## src/rtl/lsm_pkg.sv

```systemverilog
package lsm_pkg;
  typedef enum logic [1:0] {PH_LR = 2'd0, PH_GP = 2'd1, PH_RNG = 2'd2, PH_CAN = 2'd3} phase_e;

  typedef struct packed {
    logic capture;
    logic load;
    logic xfer;
    logic memWe;
    logic rfWe;
    logic selCanary;
  } strobe_t;
endpackage

```

## src/rtl/lsm_ctrl.sv

```systemverilog
module lsm_ctrl
  import lsm_pkg::*;
#(
  parameter int RIDX_W = 6,
  parameter int LR_IDX = 1,
  parameter int GP_IDX = 3
) (
  input  logic              clk,
  input  logic              rstN,
  input  logic              start,
  input  logic              isLoad,
  input  logic [RIDX_W-1:0] hiIdx,
  input  logic [RIDX_W-1:0] loIdx,
  input  logic              flagLr,
  input  logic              flagGp,
  input  logic              flagSk,
  input  logic              canaryEn,
  input  logic              canaryBad,
  output strobe_t           strb,
  output logic [RIDX_W-1:0] regIdx,
  output logic              busy,
  output logic              done,
  output logic              fault,
  output logic              spWe
);
  typedef enum logic [1:0] {ST_IDLE, ST_XFER, ST_FIN} state_e;

  state_e            state;
  logic [1:0]        slot;
  logic [RIDX_W-1:0] cur, hiQ, loQ;
  logic [3:0]        maskQ;
  logic              opLoad, faultQ;

  logic [3:0]  startMask;
  logic        startFound, nextFound;
  logic [1:0]  startSlot, nextSlot;
  phase_e      phase;
  logic        rangeLast;

  // phase that a slot maps to; restore walks the save order backwards
  function automatic phase_e slotPhase(input logic ld, input logic [1:0] s);
    return phase_e'(ld ? (2'd3 - s) : s);
  endfunction

  always_comb begin
    startMask         = '0;
    startMask[PH_LR]  = flagLr;
    startMask[PH_GP]  = flagGp;
    startMask[PH_RNG] = (hiIdx >= loIdx);
    startMask[PH_CAN] = flagSk & canaryEn;
  end

  always_comb begin
    startFound = 1'b0;
    startSlot  = 2'd0;
    for (int k = 3; k >= 0; k--) begin
      if (startMask[slotPhase(isLoad, 2'(k))]) begin
        startFound = 1'b1;
        startSlot  = 2'(k);
      end
    end
  end

  always_comb begin
    nextFound = 1'b0;
    nextSlot  = 2'd0;
    for (int k = 3; k >= 0; k--) begin
      if (k > int'(slot) && maskQ[slotPhase(opLoad, 2'(k))]) begin
        nextFound = 1'b1;
        nextSlot  = 2'(k);
      end
    end
  end

  assign phase     = slotPhase(opLoad, slot);
  assign rangeLast = (cur == (opLoad ? hiQ : loQ));

  always_ff @(posedge clk or negedge rstN) begin
    if (!rstN) begin
      state  <= ST_IDLE;
      slot   <= '0;
      cur    <= '0;
      hiQ    <= '0;
      loQ    <= '0;
      maskQ  <= '0;
      opLoad <= 1'b0;
      faultQ <= 1'b0;
    end else begin
      case (state)
        ST_IDLE: begin
          faultQ <= 1'b0;
          if (start) begin
            opLoad <= isLoad;
            hiQ    <= hiIdx;
            loQ    <= loIdx;
            maskQ  <= startMask;
            slot   <= startSlot;
            cur    <= isLoad ? loIdx : hiIdx;
            state  <= startFound ? ST_XFER : ST_FIN;
          end
        end
        ST_XFER: begin
          if (canaryBad) begin
            faultQ <= 1'b1;
            state  <= ST_FIN;
          end else if (phase == PH_RNG && !rangeLast) begin
            cur <= opLoad ? cur + 1'b1 : cur - 1'b1;
          end else if (nextFound) begin
            slot <= nextSlot;
          end else begin
            state <= ST_FIN;
          end
        end
        default: state <= ST_IDLE;
      endcase
    end
  end

  always_comb begin
    case (phase)
      PH_LR:   regIdx = RIDX_W'(LR_IDX);
      PH_GP:   regIdx = RIDX_W'(GP_IDX);
      default: regIdx = cur;
    endcase
  end

  assign busy  = (state == ST_XFER);
  assign done  = (state == ST_FIN);
  assign fault = done & faultQ;
  assign spWe  = done & ~faultQ;

  always_comb begin
    strb.capture   = (state == ST_IDLE) & start;
    strb.load      = opLoad;
    strb.xfer      = busy;
    strb.memWe     = busy & ~opLoad;
    strb.rfWe      = busy & opLoad & (phase != PH_CAN);
    strb.selCanary = (phase == PH_CAN);
  end
endmodule

```

## src/rtl/lsm_dp.sv

```systemverilog
module lsm_dp
  import lsm_pkg::*;
#(
  parameter int XLEN = 64
) (
  input  logic            clk,
  input  logic            rstN,
  input  strobe_t         strb,
  input  logic [XLEN-1:0] spIn,
  input  logic            secretWe,
  input  logic [XLEN-1:0] secretData,
  input  logic [XLEN-1:0] rfRdData,
  input  logic [XLEN-1:0] memRdata,
  output logic [XLEN-1:0] memAddr,
  output logic [XLEN-1:0] memWdata,
  output logic [XLEN-1:0] spOut,
  output logic            canaryBad
);
  localparam int WORD_BYTES = XLEN / 8;
  localparam logic [XLEN-1:0] STEP = XLEN'(WORD_BYTES);

  logic [XLEN-1:0] spWork, secret, guardWord;

  always_ff @(posedge clk or negedge rstN) begin
    if (!rstN) begin
      secret <= '0;
    end else if (secretWe) begin
      secret <= secretData;
    end
  end

  always_ff @(posedge clk or negedge rstN) begin
    if (!rstN) begin
      spWork <= '0;
    end else if (strb.capture) begin
      spWork <= spIn;
    end else if (strb.xfer) begin
      spWork <= strb.load ? spWork + STEP : spWork - STEP;
    end
  end

  // save pre-decrements, restore post-increments
  assign memAddr   = strb.load ? spWork : spWork - STEP;
  assign guardWord = secret ^ memAddr;
  assign memWdata  = strb.selCanary ? guardWord : rfRdData;
  assign canaryBad = strb.xfer & strb.load & strb.selCanary & (memRdata != guardWord);
  assign spOut     = spWork;
endmodule

```

## src/rtl/lsm_seq.sv

```systemverilog
module lsm_seq
  import lsm_pkg::*;
#(
  parameter int XLEN   = 64,
  parameter int RIDX_W = 6,
  parameter int LR_IDX = 1,
  parameter int GP_IDX = 3
) (
  input  logic              clk,
  input  logic              rstN,
  input  logic              start,
  input  logic              isLoad,
  input  logic [RIDX_W-1:0] hiIdx,
  input  logic [RIDX_W-1:0] loIdx,
  input  logic              flagLr,
  input  logic              flagGp,
  input  logic              flagSk,
  input  logic              canaryEn,
  input  logic              secretWe,
  input  logic [XLEN-1:0]   secretData,
  input  logic [XLEN-1:0]   spIn,
  output logic [XLEN-1:0]   spOut,
  output logic              spWe,
  output logic [RIDX_W-1:0] rfAddr,
  input  logic [XLEN-1:0]   rfRdData,
  output logic              rfWe,
  output logic [XLEN-1:0]   rfWrData,
  output logic              memReq,
  output logic              memWe,
  output logic [XLEN-1:0]   memAddr,
  output logic [XLEN-1:0]   memWdata,
  input  logic [XLEN-1:0]   memRdata,
  output logic              busy,
  output logic              done,
  output logic              fault
);
  strobe_t strb;
  logic    canaryBad;

  lsm_ctrl #(.RIDX_W(RIDX_W), .LR_IDX(LR_IDX), .GP_IDX(GP_IDX)) i_ctrl (
    .clk(clk), .rstN(rstN), .start(start), .isLoad(isLoad),
    .hiIdx(hiIdx), .loIdx(loIdx), .flagLr(flagLr), .flagGp(flagGp),
    .flagSk(flagSk), .canaryEn(canaryEn), .canaryBad(canaryBad),
    .strb(strb), .regIdx(rfAddr), .busy(busy), .done(done),
    .fault(fault), .spWe(spWe)
  );

  lsm_dp #(.XLEN(XLEN)) i_dp (
    .clk(clk), .rstN(rstN), .strb(strb), .spIn(spIn),
    .secretWe(secretWe), .secretData(secretData), .rfRdData(rfRdData),
    .memRdata(memRdata), .memAddr(memAddr), .memWdata(memWdata),
    .spOut(spOut), .canaryBad(canaryBad)
  );

  assign memReq   = strb.xfer;
  assign memWe    = strb.memWe;
  assign rfWe     = strb.rfWe;
  assign rfWrData = memRdata;
endmodule

```

## config.mk

```make
export PLATFORM = sky130hd
export DESIGN_NAME = lsm_seq
export DESIGN_NICKNAME = d
export VERILOG_FILES = /design/src/rtl/lsm_pkg.sv /design/src/rtl/lsm_ctrl.sv /design/src/rtl/lsm_dp.sv /design/src/rtl/lsm_seq.sv
export SDC_FILE = /design/constraint.sdc
export NUM_CORES = 1
export LEC_CHECK = 0
export ABC_AREA = 1
export BUFFER_PORTS_ARGS = -buffer_cell sky130_fd_sc_hd__buf_2
export CORE_AREA = 2 2 214 216
export DETAILED_ROUTE_END_ITERATION = 8
export DIE_AREA = 0 0 216 218
export PLACE_DENSITY = 0.57
export SLEW_MARGIN = 5
export SYNTH_ARGS = -nofsm -noshare
export SYNTH_HDL_FRONTEND = slang
export SYNTH_SLANG_ARGS = --single-unit
```

## constraint.sdc

```tcl
create_clock -name clk -period 4.95 [get_ports clk]
set_input_delay 0 -clock clk [delete_from_list [all_inputs] [get_ports clk]]
set_output_delay 0 -clock clk [all_outputs]
set_load 0.02 [all_outputs]
```

Word level (Yosys, flattened, before mapping)
Index checks and enable logic that the tools add are counted.
Storage, ports and cells
  flip-flop bits (word level): 156
  word-level logic and storage cells: 130
  input bits: 277
  output and inout bits: 269
Cells by class
  bitwise logic cells: 12
  muxes and demuxes: 62
  eq/ne operators: 16
  reductions and logical operators: 14
  add/subtract/negate cells: 5
  magnitude comparators: 11
Operators with widths (count)
  64-bit 2-to-1 mux: 5
  64-bit by 4-bit adder with 64-bit output, second input constant: 1
  64-bit != test: 1
  64-bit by 4-bit subtractor with 64-bit output, second input constant: 1
  64-bit bitwise XOR: 1
  2-bit 2-to-1 mux: 24
  6-bit 2-to-1 mux: 6
  6-bit one-hot mux with 2 select lines: 2
  2-bit by 3-bit less-than comparator with 1-bit output, second input constant: 7
  1-bit 2-to-1 mux: 15
  1-bit binary-select mux with 2-bit select: 7
  2-bit != test, second input constant: 7
  1-bit AND: 9
  2-bit one-hot mux with 2 select lines: 2
  6-bit by 1-bit adder with 6-bit output, second input constant: 1
  2-bit == test, second input constant: 3
  6-bit == test: 1
  6-bit >= comparator: 1
  3-bit != test, second input constant: 2
  6-bit by 1-bit subtractor with 6-bit output, second input constant: 1
  5-bit AND reduction: 1
  2-bit by 1-bit == test with 1-bit output, second input constant: 2
  2-bit greater-than comparator, first input constant: 2
  1-bit logical AND: 4
  other kinds (10): 14

Logic depth before layout (Yosys ltp)
  word-level depth: 11
  mapped depth: 28
  mapped depth without buffers: 24

Hierarchy
From an unflattened synthesis, not the netlist that was laid out.
Second synthesis, totals
  cells, all modules: 2445
  area, all modules: 15104.5 µm²
By module, submodules not included
  lsm_dp: times used 1, area an instance 12426.9 µm², sequential area each 3203.1 µm², cells an instance 2057
  lsm_ctrl: times used 1, area an instance 2197.1 µm², sequential area each 700.7 µm², cells an instance 324
  lsm_seq: times used 1, area an instance 480.5 µm², sequential area each 0.0 µm², cells an instance 64

Worst setup path before layout
No wires, ideal clock.
  path kind: register to register
  from: register i_ctrl.opLoad
  to: register i_ctrl.slot[1]
  data arrival time: 3.545 ns
  period minus slack after synthesis: 3.662 ns
  library setup time: 0.117 ns
  data required time: 4.833 ns
  path slack: 1.288 ns
  stages on the path, launching flop included: 28
  buffers on the path: 5
  cell sequence: dfrtp_1 inv_2 buf_4 buf_2 buf_4 clkbuf_1 clkbuf_1 ha_1 inv_1 nand2_1 nand3_1 nand2_1 nor2_1 nand2_1 nor2_1 nand2_1 nor2_1 nand3_1 nor2_1 nand2_1 nor2_1 nand2_1 nor2_1 nand2_1 o21bai_4 nand3_2 nand2_1 nand2_1
On the way
  elaborated cells between the ends (all ways): 39
  those cells by class: 7 x eq/ne; 22 x mux; 4 x bitwise; 6 x reduce/logical
RTL lines
  start, declared: line lsm_ctrl.sv:32  | logic opLoad, faultQ;
  start signal, assigned: line lsm_ctrl.sv:93  | opLoad <= isLoad;
  64-bit 2-to-1 mux: line lsm_dp.sv:43  | assign memAddr = strb.load ? spWork : spWork - STEP;
  via memAddr[3]: line lsm_seq.sv:30  | output logic [XLEN-1:0] memAddr,
  64-bit bitwise XOR: line lsm_dp.sv:44  | assign guardWord = secret ^ memAddr;
  64-bit != test: line lsm_dp.sv:46  | assign canaryBad = strb.xfer & strb.load & strb.selCanary & (memRdata != guardWord);
  1-bit AND: line lsm_dp.sv:46
  2-bit != test (no source line)
  5-bit AND reduction (no source line)
  end signal, assigned: line lsm_ctrl.sv:97  | slot <= startSlot;
  end signal, assigned: line lsm_ctrl.sv:109  | slot <= nextSlot;
  end, declared: line lsm_ctrl.sv:29  | logic [1:0] slot;
The timed path passes the listed nets, and every way through them passes these cells. The select of a mux whose other input is x is not followed.
A chain may end at the register's enable or synchronous reset.

Worst setup path in the final report
  from: register i_dp.spWork[34], in the netlist i_dp.spOut[34]
  to: register i_ctrl.slot[1]
On the way
  cells in the longest elaborated chain, start to end: 7
RTL lines
  start, declared: line lsm_dp.sv:22  | logic [XLEN-1:0] spWork, secret, guardWord;
  start signal, assigned: line lsm_dp.sv:36  | spWork <= spIn;
  start signal, assigned: line lsm_dp.sv:38  | spWork <= strb.load ? spWork + STEP : spWork - STEP;
  64-bit by 4-bit subtractor with 64-bit output: line lsm_dp.sv:43
  64-bit 2-to-1 mux *: line lsm_dp.sv:43
  64-bit bitwise XOR *: line lsm_dp.sv:44
  64-bit != test *: line lsm_dp.sv:46
  1-bit AND *: line lsm_dp.sv:46
  2-bit != test (no source line) *
  5-bit AND reduction (no source line) *
Every way passes the cells marked *; elsewhere a longest branch is shown, timed or not.

==> summary.txt <==
Yosys
  – Synth warn: 0
  – Synthesized net count: 2,733
  – Synth Instances: between 2,000 and 2,500
  – Top_reg_cell synth: dfrtp_1
  – Yosys top cell area share: a little over a quarter
  – Sequential area share after synthesis: a little over a quarter
  – Yosys reg bits: 156
  – Number of enable flip-flop cells after synthesis: 0
  – Synthesized area per cell: between 6 and 7 sq um
  – Post-Syn Area: 14,800 sq um
  – Synth unique cells: 56
  – Synth area leader: dfrtp_1
  – Post-synthesis async set-or-reset flop share: 100%
  – Synth top area cells: dfrtp_1, nand2_1, nor2_1, nand3_1, o21ai_0

Timing
  – Hold_ws: roughly 64 ps
  – Pins over their slew limit: 0
  – Tmin final: 3940 ps
  – Final Cycle Share: around four fifths
  – Skew final: around 17 ps
  – Measured slew at the worst slew-check pin: 1350 ps
  – Final Hold Fails: 0
  – Fmax: approximately 250 MHz
  – # setup viols final: 0
  – RSZ-0062 raised after global routing: no
  – Post-route setup TNS: 0 ps
  – Slew headroom: between 9 and 10%

Layout
  – Area delta synth->final: 33.2%
  – Fillers: 4,885
  – FF+latch area: approximately 3900 sq um
  – Area of the multi-input gates: 9110 sq um
  – Final std cells w/o fill: 3,632
  – # nets final: 3,311
  – Share of cells above drive strength 1: between 20% and 30%
  – Antenna Cells: 0

Global route
  – Initial antenna violation count: 5
  – Vias in the first global route: ~18,000
  – Total grt overflow: 0
  – First-pass GRT wire length: about 110 mm
  – Largest net degree at the start of global routing: 92
  – Total Routing Usage GR: 31.3%

Pwr
  – Worst vdd ir: 0.429 mV
  – Cell Pwr Density: 627 nW/um^2
  – Static leakage: 10.0 nW
  – Final total power: 0.0124 W

Clock network
  – Clock latency on the worst-skew pair: 470 ps
  – CTS buffer count: 17
  – CTS tree: yes
  – Clk root buf: clkbuf_16
  – Post-CTS Resized: 0
  – Clock buffer depth: 2
  – CTS Sinks: 156
  – Clock-pin slew on the worst setup and hold paths: 70 ps
  – # H-tree levels: 4
  – Post-CTS Repair Setup Buffers: 0

Setup path
  – CP Cell Sequence: nor2_1, nand2_1, nor2_1, nand2_1, nor3_1, nand3_1, xor2_1, nand2_1, nand3_1, nand2_1, nor2_1, nand2_1, o21bai_4, nand3_2, nand2_1, nand2_1
  – Reg2reg start: i_dp.spOut[34]
  – CP max-delay cell: nor3_1
  – Buf/Inv on CP: 0
  – WS Path Type: flop to flop
  – Startpoint types: flop
  – Data required time at the worst endpoint: 5310 ps
  – CP peak stage delay: 550 ps
  – Crit end category: flop
  – Crit-path leading delay family: simple AND/OR/NAND/NOR gates
  – Most common cell on crit path: nand2_1
  – CP max FO: 8
  – CP Launch Point: i_dp.spOut[34]
  – WP data arrival: 4300 ps

Die
  – Initial Util: 33.0%
  – Die H: 218 um
  – Site Rows: 78
  – DIE AREA: 47,100 sq um
  – Die Wd: 216 um
  – IO Pins: 546
  – Core Region: approximately 45,000 sq um

Drt
  – DR pass1 iterations: 6
  – Drt first-iter violations: between 1,500 and 2,000
  – Via count: 19,200
  – WL/cell: around 21 um
  – DR vias/cell: 5.28
  – Antenna Nets Post-Route: 0
  – Post-route DRC violation count: 0
  – Routed WL: ~76 mm

Placed design
  – # placed instances: 3,453
  – Routability congestion estimate: 0.968
  – Dpl hpwl: 60.0 mm
  – Input/output buffers: 545

Job
  – Max cap viols: 0

Worst hold path
  – Hold_sp: secretWe
  – Hold/Removal Path Class: primary input to flop

Outcome
  – Status: completed
logic make-up (layout without fill, tap and decap cells):
logic type / Yosys count / in the layout / synth area share (%)
AND/OR/NAND/NOR: 1460 / 1460 / 44.0
buffers and inverters: 400 / 991 / 12.2
multiplexers: 2 / 2 / 0.144
AO/OA/AOI/OAI: 400 / 400 / 15.5
adder cells (fa/ha/maj): 15 / 15 / 1.32
XOR/XNOR: 8 / 8 / 0.473
flip-flops: 156 / 156 / 26.4
area by class of cell:
class	instances	area share [%]
multi-input cells	1885	46.2
repair buffers	709	22.4
flip-flops and latches	156	19.8
inverters	250	4.76
well taps	600	3.81
clock buffers	17	2.16
clock inverters	15	0.901
through the flow:
stage / setup WS [ps] / instance area, sq um / util (%)
floorplan: 1290 / 14800 / -
global placement: 1190 / 17600 / 39.3
detailed placement: 1100 / 17600 / 39.3
CTS: 1010 / 19700 / 43.9
global route: 818 / 19700 / 43.9
finish: 1010 / 19700 / 43.9
cells in the final DEF (no fill, tap or decap), drive strengths merged, types with 44 or more instances in the layout:
master and instances:
a21oi 44, a31oi 79, buf 562, dfrtp 156, dlygate4sd3 147, inv 258, nand2 723, nand3 238
nand4 44, nor2 359, o21ai 193
synthesized netlist by cell type (all sizes together) (3+ instances only):
cell type and count:
nor2 359, inv 248, nand4 44, nor3 43, a211oi 5, or2 3
clkbuf 60, and2 8, ha 14, a31oi 79, buf 90, o211ai 20
xor2 7, o221ai 8, nand3b 29, o21ai 193, nor4 11, a21oi 44
nand3 238, nand2 723, o22ai 39, dfrtp 156
power breakdown:
part           switching, W  internal (W)
Combinational       0.00597       0.00248
Clock              0.000683      0.000765
Sequential         0.000775       0.00170
Total               0.00742       0.00494
registers in the layout, indices dropped and copies added, names as in the netlist:
signal         cells
i_ctrl.hiQ         6
i_ctrl.state       2
i_ctrl.slot        2
i_dp.secret       64
i_ctrl.cur         6
i_ctrl.maskQ       4
i_ctrl.loQ         6
i_dp.spOut        64
i_ctrl.faultQ      1
i_ctrl.opLoad      1
final timing paths:
check | depth (start not counted) | end | slack (ps)
max | 16 | i_ctrl.slot[1] | 1010
min | 3 | i_dp.secret[0] | 60
max reg2reg | 16 | i_ctrl.slot[1] | 1010
min reg2reg | 2 | i_ctrl.hiQ[1] | 480
max in group asynchronous | 3 | i_ctrl.opLoad | 3760
min in group asynchronous | 2 | i_dp.secret[39] | 100
repair_timing:
action / 4_1_cts / 5_1_grt
endpoints found under the hold margin: 217 / 0
setup endpoints to repair: 0 / 0
hold buffers: 147 / 0
worst register-to-register path: stages, from the launching register on:
cell and delay [ps]:
dfrtp_1 530, nor2_1 280, nand2_1 160, nor2_1 220
nand2_1 100, nor3_1 550, nand3_1 350, xor2_1 520
nand2_1 170, nand3_1 130, nand2_1 90, nor2_1 170
nand2_1 120, o21bai_4 220, nand3_2 100, nand2_1 70
nand2_1 50
layer usage:
layer	global-route usage [%]	wire, um	up-vias
met4	8.15	1810	10
li1	-	-	9184
met1	40.6	32500	9108
met5	0	58	-
met2	53.3	36100	786
met3	5.87	5220	103
No activity file was read; power rests on OpenSTA's default activity.
